--- config.mk ---
export PLATFORM = sky130hd
export DESIGN_NAME = cfg_loader
export DESIGN_NICKNAME = d
export VERILOG_FILES = /design/src/rtl/cfg_loader_pkg.sv /design/src/rtl/cfg_in_sync.sv /design/src/rtl/cfg_down_counter.sv /design/src/rtl/cfg_bit_shifter.sv /design/src/rtl/cfg_loader.sv
export SDC_FILE = /design/constraint.sdc
export NUM_CORES = 1
export LEC_CHECK = 0
export CORE_MARGIN = 2
export CORE_UTILIZATION = 40
export CTS_BUF_LIST = sky130_fd_sc_hd__clkbuf_4 sky130_fd_sc_hd__clkbuf_8 sky130_fd_sc_hd__clkbuf_16
export DETAILED_ROUTE_END_ITERATION = 10
export PLACE_DENSITY = 0.63
export SLEW_MARGIN = 20
export SYNTH_ARGS = -nofsm -noshare
export SYNTH_HDL_FRONTEND = slang
export SYNTH_SLANG_ARGS = --single-unit
--- constraint.sdc ---
create_clock -name clk -period 3.6 [get_ports clk]
set_clock_uncertainty 0.15 [all_clocks]
set_input_delay 0.36 -clock clk [delete_from_list [all_inputs] [get_ports clk]]
set_output_delay 0.36 -clock clk [all_outputs]
set_load 0.05 [all_outputs]
--- src/rtl/cfg_loader_pkg.sv ---
package cfg_loader_pkg;

    typedef enum logic [3:0] {
        ST_IDLE,
        ST_PROG_LOW,
        ST_WAIT_INIT,
        ST_FETCH,
        ST_BIT_LOW,
        ST_BIT_HIGH,
        ST_TRAIL_LOW,
        ST_TRAIL_HIGH,
        ST_OK,
        ST_ERR_INIT,
        ST_ERR_DONE,
        ST_ERR_SRC
    } load_state_t;

    // Bits needed to hold values 0..maxv
    function automatic int unsigned cnt_width(input int unsigned maxv);
        return (maxv < 2) ? 1 : $clog2(maxv + 1);
    endfunction

endpackage

--- src/rtl/cfg_in_sync.sv ---
module cfg_in_sync #(
    parameter int unsigned WIDTH     = 2,
    parameter int unsigned STAGES    = 2,
    parameter logic        RESET_VAL = 1'b1
) (
    input  logic             clk,
    input  logic             rst_n,
    input  logic [WIDTH-1:0] async_i,
    output logic [WIDTH-1:0] sync_o
);
    genvar g;
    generate
        for (g = 0; g < WIDTH; g++) begin : g_bit
            logic [STAGES-1:0] chain_q;
            always_ff @(posedge clk or negedge rst_n) begin
                if (!rst_n) begin
                    chain_q <= {STAGES{RESET_VAL}};
                end else if (STAGES == 1) begin
                    chain_q[0] <= async_i[g];
                end else begin
                    chain_q <= {chain_q[STAGES-2:0], async_i[g]};
                end
            end
            assign sync_o[g] = chain_q[STAGES-1];
        end
    endgenerate
endmodule

--- src/rtl/cfg_down_counter.sv ---
module cfg_down_counter #(
    parameter int unsigned W = 8
) (
    input  logic         clk,
    input  logic         rst_n,
    input  logic         load_i,
    input  logic [W-1:0] value_i,
    input  logic         dec_i,
    output logic [W-1:0] count_o,
    output logic         zero_o
);
    logic [W-1:0] cnt_q;

    always_ff @(posedge clk or negedge rst_n) begin
        if (!rst_n) begin
            cnt_q <= '0;
        end else if (load_i) begin
            cnt_q <= value_i;
        end else if (dec_i && (cnt_q != '0)) begin
            cnt_q <= cnt_q - W'(1);
        end
    end

    assign count_o = cnt_q;
    assign zero_o  = (cnt_q == '0);
endmodule

--- src/rtl/cfg_bit_shifter.sv ---
module cfg_bit_shifter #(
    parameter int unsigned DATA_W = 8
) (
    input  logic              clk,
    input  logic              rst_n,
    input  logic              load_i,
    input  logic [DATA_W-1:0] byte_i,
    input  logic              shift_i,
    output logic              bit_o,
    output logic              last_o
);
    localparam int unsigned IDX_W = (DATA_W < 2) ? 1 : $clog2(DATA_W);

    logic [DATA_W-1:0] sr_q;
    logic [IDX_W-1:0]  left_q;

    always_ff @(posedge clk or negedge rst_n) begin
        if (!rst_n) begin
            sr_q   <= '0;
            left_q <= '0;
        end else if (load_i) begin
            sr_q   <= byte_i;
            left_q <= IDX_W'(DATA_W - 1);
        end else if (shift_i) begin
            sr_q   <= {sr_q[DATA_W-2:0], 1'b0};
            left_q <= left_q - IDX_W'(1);
        end
    end

    assign bit_o  = sr_q[DATA_W-1];
    assign last_o = (left_q == '0);
endmodule

--- src/rtl/cfg_loader.sv ---
module cfg_loader
    import cfg_loader_pkg::*;
#(
    parameter int unsigned LEN_W        = 16,
    parameter int unsigned HALF_DIV     = 4,
    parameter int unsigned PROG_LOW_CYC = 64,
    parameter int unsigned INIT_TIMEOUT = 100000,
    parameter int unsigned DONE_TIMEOUT = 1000,
    parameter int unsigned SYNC_STAGES  = 2
) (
    input  logic             clk,
    input  logic             rst_n,
    input  logic             start_i,
    input  logic [LEN_W-1:0] len_i,
    input  logic [7:0]       byte_data_i,
    input  logic             byte_valid_i,
    input  logic             byte_err_i,
    output logic             byte_ready_o,
    input  logic             init_ready_i,
    input  logic             done_i,
    output logic             prog_n_o,
    output logic             cfg_clk_o,
    output logic             cfg_din_o,
    output logic             busy_o,
    output logic             ok_o,
    output logic             err_init_o,
    output logic             err_done_o,
    output logic             err_src_o
);
    localparam int unsigned PH_W   = cnt_width(HALF_DIV - 1);
    localparam int unsigned WT_A   = (PROG_LOW_CYC > INIT_TIMEOUT) ? PROG_LOW_CYC : INIT_TIMEOUT;
    localparam int unsigned WT_MAX = (WT_A > DONE_TIMEOUT) ? WT_A : DONE_TIMEOUT;
    localparam int unsigned WT_W   = cnt_width(WT_MAX);

    load_state_t state_q, state_d;

    // synchronized target status
    logic [1:0] tgt_sync;
    logic       init_s, done_s;

    cfg_in_sync #(.WIDTH(2), .STAGES(SYNC_STAGES), .RESET_VAL(1'b1)) u_sync (
        .clk     (clk),
        .rst_n   (rst_n),
        .async_i ({done_i, init_ready_i}),
        .sync_o  (tgt_sync)
    );
    assign init_s = tgt_sync[0];
    assign done_s = tgt_sync[1];

    // phase counter: cycles per clock half period
    logic            ph_load, ph_zero;
    logic [PH_W-1:0] ph_cnt;
    cfg_down_counter #(.W(PH_W)) u_phase (
        .clk     (clk),
        .rst_n   (rst_n),
        .load_i  (ph_load),
        .value_i (PH_W'(HALF_DIV - 1)),
        .dec_i   (1'b1),
        .count_o (ph_cnt),
        .zero_o  (ph_zero)
    );

    // wait counter: program width, init timeout, trailing pulse budget
    logic            wt_load, wt_dec, wt_zero;
    logic [WT_W-1:0] wt_val, wt_cnt;
    cfg_down_counter #(.W(WT_W)) u_wait (
        .clk     (clk),
        .rst_n   (rst_n),
        .load_i  (wt_load),
        .value_i (wt_val),
        .dec_i   (wt_dec),
        .count_o (wt_cnt),
        .zero_o  (wt_zero)
    );

    // byte counter: bytes still to fetch
    logic             by_load, by_dec, by_zero;
    logic [LEN_W-1:0] by_cnt;
    cfg_down_counter #(.W(LEN_W)) u_bytes (
        .clk     (clk),
        .rst_n   (rst_n),
        .load_i  (by_load),
        .value_i (len_i),
        .dec_i   (by_dec),
        .count_o (by_cnt),
        .zero_o  (by_zero)
    );

    // serializer
    logic sh_load, sh_shift, sh_bit, sh_last;
    cfg_bit_shifter #(.DATA_W(8)) u_shift (
        .clk     (clk),
        .rst_n   (rst_n),
        .load_i  (sh_load),
        .byte_i  (byte_data_i),
        .shift_i (sh_shift),
        .bit_o   (sh_bit),
        .last_o  (sh_last)
    );

    // state register
    always_ff @(posedge clk or negedge rst_n) begin
        if (!rst_n) begin
            state_q <= ST_IDLE;
        end else begin
            state_q <= state_d;
        end
    end

    // next state and datapath control
    always_comb begin
        state_d  = state_q;
        ph_load  = 1'b0;
        wt_load  = 1'b0;
        wt_val   = '0;
        wt_dec   = 1'b0;
        by_load  = 1'b0;
        by_dec   = 1'b0;
        sh_load  = 1'b0;
        sh_shift = 1'b0;
        unique case (state_q)
            ST_IDLE, ST_OK, ST_ERR_INIT, ST_ERR_DONE, ST_ERR_SRC: begin
                if (start_i) begin
                    state_d = ST_PROG_LOW;
                    wt_load = 1'b1;
                    wt_val  = WT_W'(PROG_LOW_CYC - 1);
                    by_load = 1'b1;
                end
            end
            ST_PROG_LOW: begin
                if (wt_zero) begin
                    state_d = ST_WAIT_INIT;
                    wt_load = 1'b1;
                    wt_val  = WT_W'(INIT_TIMEOUT);
                end else begin
                    wt_dec = 1'b1;
                end
            end
            ST_WAIT_INIT: begin
                if (init_s) begin
                    if (by_zero) begin
                        state_d = ST_TRAIL_LOW;
                        ph_load = 1'b1;
                        wt_load = 1'b1;
                        wt_val  = WT_W'(DONE_TIMEOUT);
                    end else begin
                        state_d = ST_FETCH;
                    end
                end else if (wt_zero) begin
                    state_d = ST_ERR_INIT;
                end else begin
                    wt_dec = 1'b1;
                end
            end
            ST_FETCH: begin
                if (byte_err_i) begin
                    state_d = ST_ERR_SRC;
                end else if (byte_valid_i) begin
                    state_d = ST_BIT_LOW;
                    sh_load = 1'b1;
                    by_dec  = 1'b1;
                    ph_load = 1'b1;
                end
            end
            ST_BIT_LOW: begin
                if (ph_zero) begin
                    state_d = ST_BIT_HIGH;
                    ph_load = 1'b1;
                end
            end
            ST_BIT_HIGH: begin
                if (ph_zero) begin
                    if (!sh_last) begin
                        state_d  = ST_BIT_LOW;
                        sh_shift = 1'b1;
                        ph_load  = 1'b1;
                    end else if (by_zero) begin
                        state_d = ST_TRAIL_LOW;
                        ph_load = 1'b1;
                        wt_load = 1'b1;
                        wt_val  = WT_W'(DONE_TIMEOUT);
                    end else begin
                        state_d = ST_FETCH;
                    end
                end
            end
            ST_TRAIL_LOW: begin
                if (ph_zero) begin
                    if (done_s) begin
                        state_d = ST_OK;
                    end else if (wt_zero) begin
                        state_d = ST_ERR_DONE;
                    end else begin
                        state_d = ST_TRAIL_HIGH;
                        ph_load = 1'b1;
                        wt_dec  = 1'b1;
                    end
                end
            end
            ST_TRAIL_HIGH: begin
                if (ph_zero) begin
                    state_d = ST_TRAIL_LOW;
                    ph_load = 1'b1;
                end
            end
            default: state_d = ST_IDLE;
        endcase
    end

    // outputs, decoded from the registered state
    always_comb begin
        prog_n_o     = (state_q != ST_PROG_LOW);
        cfg_clk_o    = (state_q == ST_BIT_HIGH) || (state_q == ST_TRAIL_HIGH);
        cfg_din_o    = ((state_q == ST_BIT_LOW) || (state_q == ST_BIT_HIGH)) ? sh_bit : 1'b0;
        byte_ready_o = (state_q == ST_FETCH);
        ok_o         = (state_q == ST_OK);
        err_init_o   = (state_q == ST_ERR_INIT);
        err_done_o   = (state_q == ST_ERR_DONE);
        err_src_o    = (state_q == ST_ERR_SRC);
        busy_o       = !((state_q == ST_IDLE) || (state_q == ST_OK) || (state_q == ST_ERR_INIT)
                         || (state_q == ST_ERR_DONE) || (state_q == ST_ERR_SRC));
    end

    // counter values kept for visibility of the datapath width
    logic unused_cnts;
    assign unused_cnts = ^{ph_cnt, wt_cnt, by_cnt};

endmodule

==> results.md <==
Run status:
- The run finished, with violations left.
- The final reports fail on hold timing.

Clock tree:
- The buffer depth of the longest clock path is 2.
- The number of buffers inserted by post-CTS setup repair is 0.
- The clock buffer count from CTS is 5.
- Gates resized during post-CTS repair numbered 0.
- Clock tree synthesis found a total of 54 sinks.
- The tree is rooted in a sky130_fd_sc_hd__clkbuf_8.
- The clock latency reported for the late side of the worst-skew pair is 0.30 ns.
- The number of hold buffers added after cts is 0.
- The post-CTS clock slew at the launch and capture registers of the worst setup and hold paths is 0.10 ns.
- The number of levels the H-tree was split into is 2.
- TritonCTS built the clock tree.

Pwr:
- The worst IR drop on VDD is ~0.00027 V.
- The leakage power summed over all cells is approximately 1.4 nW.
- Power spread over the standard cell area amounts to ~660 nW/um^2.

Yosys:
- Ranked by total cell area, the synthesized netlist is headed by sky130_fd_sc_hd__dfrtp_1, sky130_fd_sc_hd__o21ai_0, sky130_fd_sc_hd__xnor2_1.
- sky130_fd_sc_hd__dfrtp_1 takes more of the synthesized area than any other cell.
- The synthesized area divided by synthesized cell count is 9.28 sq um.
- The count of warnings emitted by yosys is 0.
- The number of nets produced by synthesis is between 300 and 400.
- The flip-flop and latch count after synthesis is 54.
- Sequential elements use 43.3% of the synthesized area.
- In this run the cell area of the synthesized design comes to 3140 sq um.
- The synthesized design devotes to its leading area cell type between 30% and 40% of total area.
- The share of flip-flops with an asynchronous set or reset after synthesis is 100%.
- The number of flops mapped to enable cells by yosys is 0.
- The dominant register cell in the synthesized netlist is sky130_fd_sc_hd__dfrtp_1.
- The netlist uses 58 different library cells.
- The synthesized netlist cell count is 338.

Placement:
- The congestion estimate from routability-driven global placement came to around 0.89.
- The instance count after placement with tap cells included is 471.
- The final HPWL from detailed placement is between 5000 and 6000 um.
- The count of input and output buffers is 39.
- The worst slack at placement is a little over 0.8 ns.

Timing:
- The post-route worst setup slack is approximately 0.7 ns.
- The time the worst path needs with I/O delays and setup is slightly below 3 ns.
- Derived from the worst setup path, the maximum achievable clock frequency is 347 MHz.
- The number of slew-limit violations in the final report was 0.
- On the final layout, the worst hold slack is -0.0128 ns.
- The final hold violation count is 4.
- Measured against its own limit, the worst slew margin works out to between 40% and 50%.
- In the finished design, the share of the clock period the worst path needs comes to 80.0%.
- Setup repair after global routing left no endpoint under its margin.
- Setup violations remaining at the end of the flow were counted as 0.
- Summed over all failing endpoints, the final setup total negative slack is 0 ns.
- The slew at the pin with the worst max-slew slack is roughly 0.84 ns.

Floorplanning:
- The starting density of the core is around two fifths.
- Row generation in the floorplan step produced 32 rows.
- After floorplanning, the core was sized to cover approximately 7600 sq um.
- The die covers 8560 sq um.
- The width of the die is 92.5 um.
- For this design the top-level I/O count stands at 40.
- The chip height is 92.5 um.

Finish:
- 0 antenna diodes ended up in the layout.
- Measured on the finished design, the core utilization comes to 48.8%.
- In the layout the commonest cells are sky130_fd_sc_hd__dfrtp_1, sky130_fd_sc_hd__nand2_1, sky130_fd_sc_hd__clkdlybuf4s50_1.
- Compared with the post-synthesis result, the final layout area differs by 19.0%.
- Leaving out fill and tap cells, the most frequent cell in the layout is sky130_fd_sc_hd__dfrtp_1.
- The area taken by multi-input logic gates is approximately 1700 sq um.
- The number of nets in the layout is ~410.
- The register area is 1360 sq um.
- Cells with a size suffix above 1 make up ~10% of the layout.
- The filler cell count in the final layout is a little over 700.
- The non-filler instance count after layout is around 480.

Routing:
- The post-detailed-route via-to-cell ratio is around 5.3.
- The remaining design rule violation count is 0.
- The routed layout has 2562 vias.
- Wires add up to slightly below 7000 um.
- In the final routed layout, each cell accounts on average for ~15 um.
- After the first detailed-routing iteration, the DRC count stood at roughly 200.
- The number of search-and-repair iterations in the first detailed-routing pass is 4.
- Once detail routing completed, the nets flagged for antenna violations numbered 0.

Worst setup path:
- The depth of the worst register-to-register path is 8.
- The critical path capture point type is a primary output.
- The critical path data required time is 3.09 ns.
- The worst setup path is of the reg2out kind.
- Data arrives at the worst endpoint at between 2 and 2.5 ns.
- Along the worst path, the maximum fanout reaches 11.
- The worst setup path is launched from a register.

GRT:
- After global routing the overflow that remains totals 0.
- The via count of the first global-routing pass is 2488.
- The number of antenna violations at the first check in global routing is 0.
- The largest net degree at the start of global routing is 38.
- Global routing used between 10% and 20% of the available tracks across all layers.
- The global-route wire length before repair is 12000 um.

Run:
- Max-cap violations in this run came to 0.

Min path:
- The class of the worst hold path is in2async.
worst paths after layout:
kind	from	to	slack, ns
max	state_q[3]$_DFFE_PN0P_	cfg_din_o	0.72
min	rst_n	u_phase.count_o[1]$_DFFE_PN0P_	-0.01
max reg2reg	u_wait.count_o[0]$_DFFE_PN0P_	u_wait.count_o[16]$_DFFE_PN0P_	0.78
min reg2reg	u_sync.g_bit[0].chain_q[0]$_DFF_PN1_	u_sync.g_bit[0].chain_q[1]$_DFF_PN1_	0.21
max in group asynchronous	rst_n	u_shift.sr_q[6]$_DFFE_PN0P_	2.56
min in group clk	u_sync.g_bit[0].chain_q[0]$_DFF_PN1_	u_sync.g_bit[0].chain_q[1]$_DFF_PN1_	0.21
critical path: stages, from the launching register on:
cell and delay [ns]:
sky130_fd_sc_hd__dfrtp_1 0.51, sky130_fd_sc_hd__nand2b_1 0.31, sky130_fd_sc_hd__nor3b_1 0.37, sky130_fd_sc_hd__clkdlybuf4s50_1 0.88
state kept, by name (all words and copies together) (netlist names):
name and flops:
u_bytes.count_o 16, u_sync.g_bit.chain_q 4, u_phase.count_o 2, state_q 4
u_shift.left_q 3, u_wait.count_o 17, u_shift.sr_q 8
power by group:
group	internal, mW	switching (mW)	total [mW]	leakage (nW)
clock	0.163	0.198	0.361	0.0517
sequential	0.808	0.220	1.03	0.651
combinational	0.440	0.650	1.09	0.743
metrics by stage:
stage / instance area, sq um / total power, mW
after floorplan: 3140 / 1.82
after global placement: 3640 / 2.11
after detailed placement: 3640 / 2.13
after CTS: 3730 / 2.50
after global routing: 3730 / 2.68
final: 3730 / 2.48
metal layers:
metal,vias up,GRT usage (%),wire length [um]
met1,1220,23.4,3240
met4,0,4.48,43
met5,-,0,0
met3,5,3.01,293
met2,60,29.2,3380
li1,1277,-,-
kinds of logic after synthesis:
family,Yosys count,share of synthesized area [%]
DFF,54,43.3
and+or+nand+nor,145,26.9
muxes,8,2.55
adders and majority gates,7,2.79
AOI/OAI and AO/OA,70,13.6
buffers and inverters,28,3.63
xor gates and xnor gates,26,7.26
cells in the mapped netlist, types with 3 or more instances:
library cell / n
sky130_fd_sc_hd__xor2_1: 7
sky130_fd_sc_hd__nor4_1: 6
sky130_fd_sc_hd__nand2_1: 42
sky130_fd_sc_hd__nor2_1: 29
sky130_fd_sc_hd__ha_1: 7
sky130_fd_sc_hd__nor3b_1: 3
sky130_fd_sc_hd__nor2b_1: 3
sky130_fd_sc_hd__xnor2_1: 19
sky130_fd_sc_hd__and3_1: 3
sky130_fd_sc_hd__a211oi_1: 3
sky130_fd_sc_hd__nand2b_1: 4
sky130_fd_sc_hd__dfstp_2: 4
sky130_fd_sc_hd__a21oi_1: 6
sky130_fd_sc_hd__nor3_1: 9
sky130_fd_sc_hd__nand3_1: 10
sky130_fd_sc_hd__nor4_4: 3
sky130_fd_sc_hd__inv_1: 14
sky130_fd_sc_hd__mux2i_1: 8
sky130_fd_sc_hd__clkbuf_1: 9
sky130_fd_sc_hd__buf_2: 4
sky130_fd_sc_hd__dfrtp_1: 50
sky130_fd_sc_hd__or3_1: 4
sky130_fd_sc_hd__nand4_1: 4
sky130_fd_sc_hd__or4_1: 5
sky130_fd_sc_hd__o211ai_1: 3
sky130_fd_sc_hd__o21ai_0: 37
cell type report:
class                   instances  area share, %
clock buffers                   7           2.41
inverters                      14           1.41
repair buffers                 45           11.5
clock inverters                 1          0.134
well taps                     102           3.42
multi-input cells             256           44.8
flip-flops and latches         54           36.3
No activity file was read; power rests on OpenSTA's default activity.
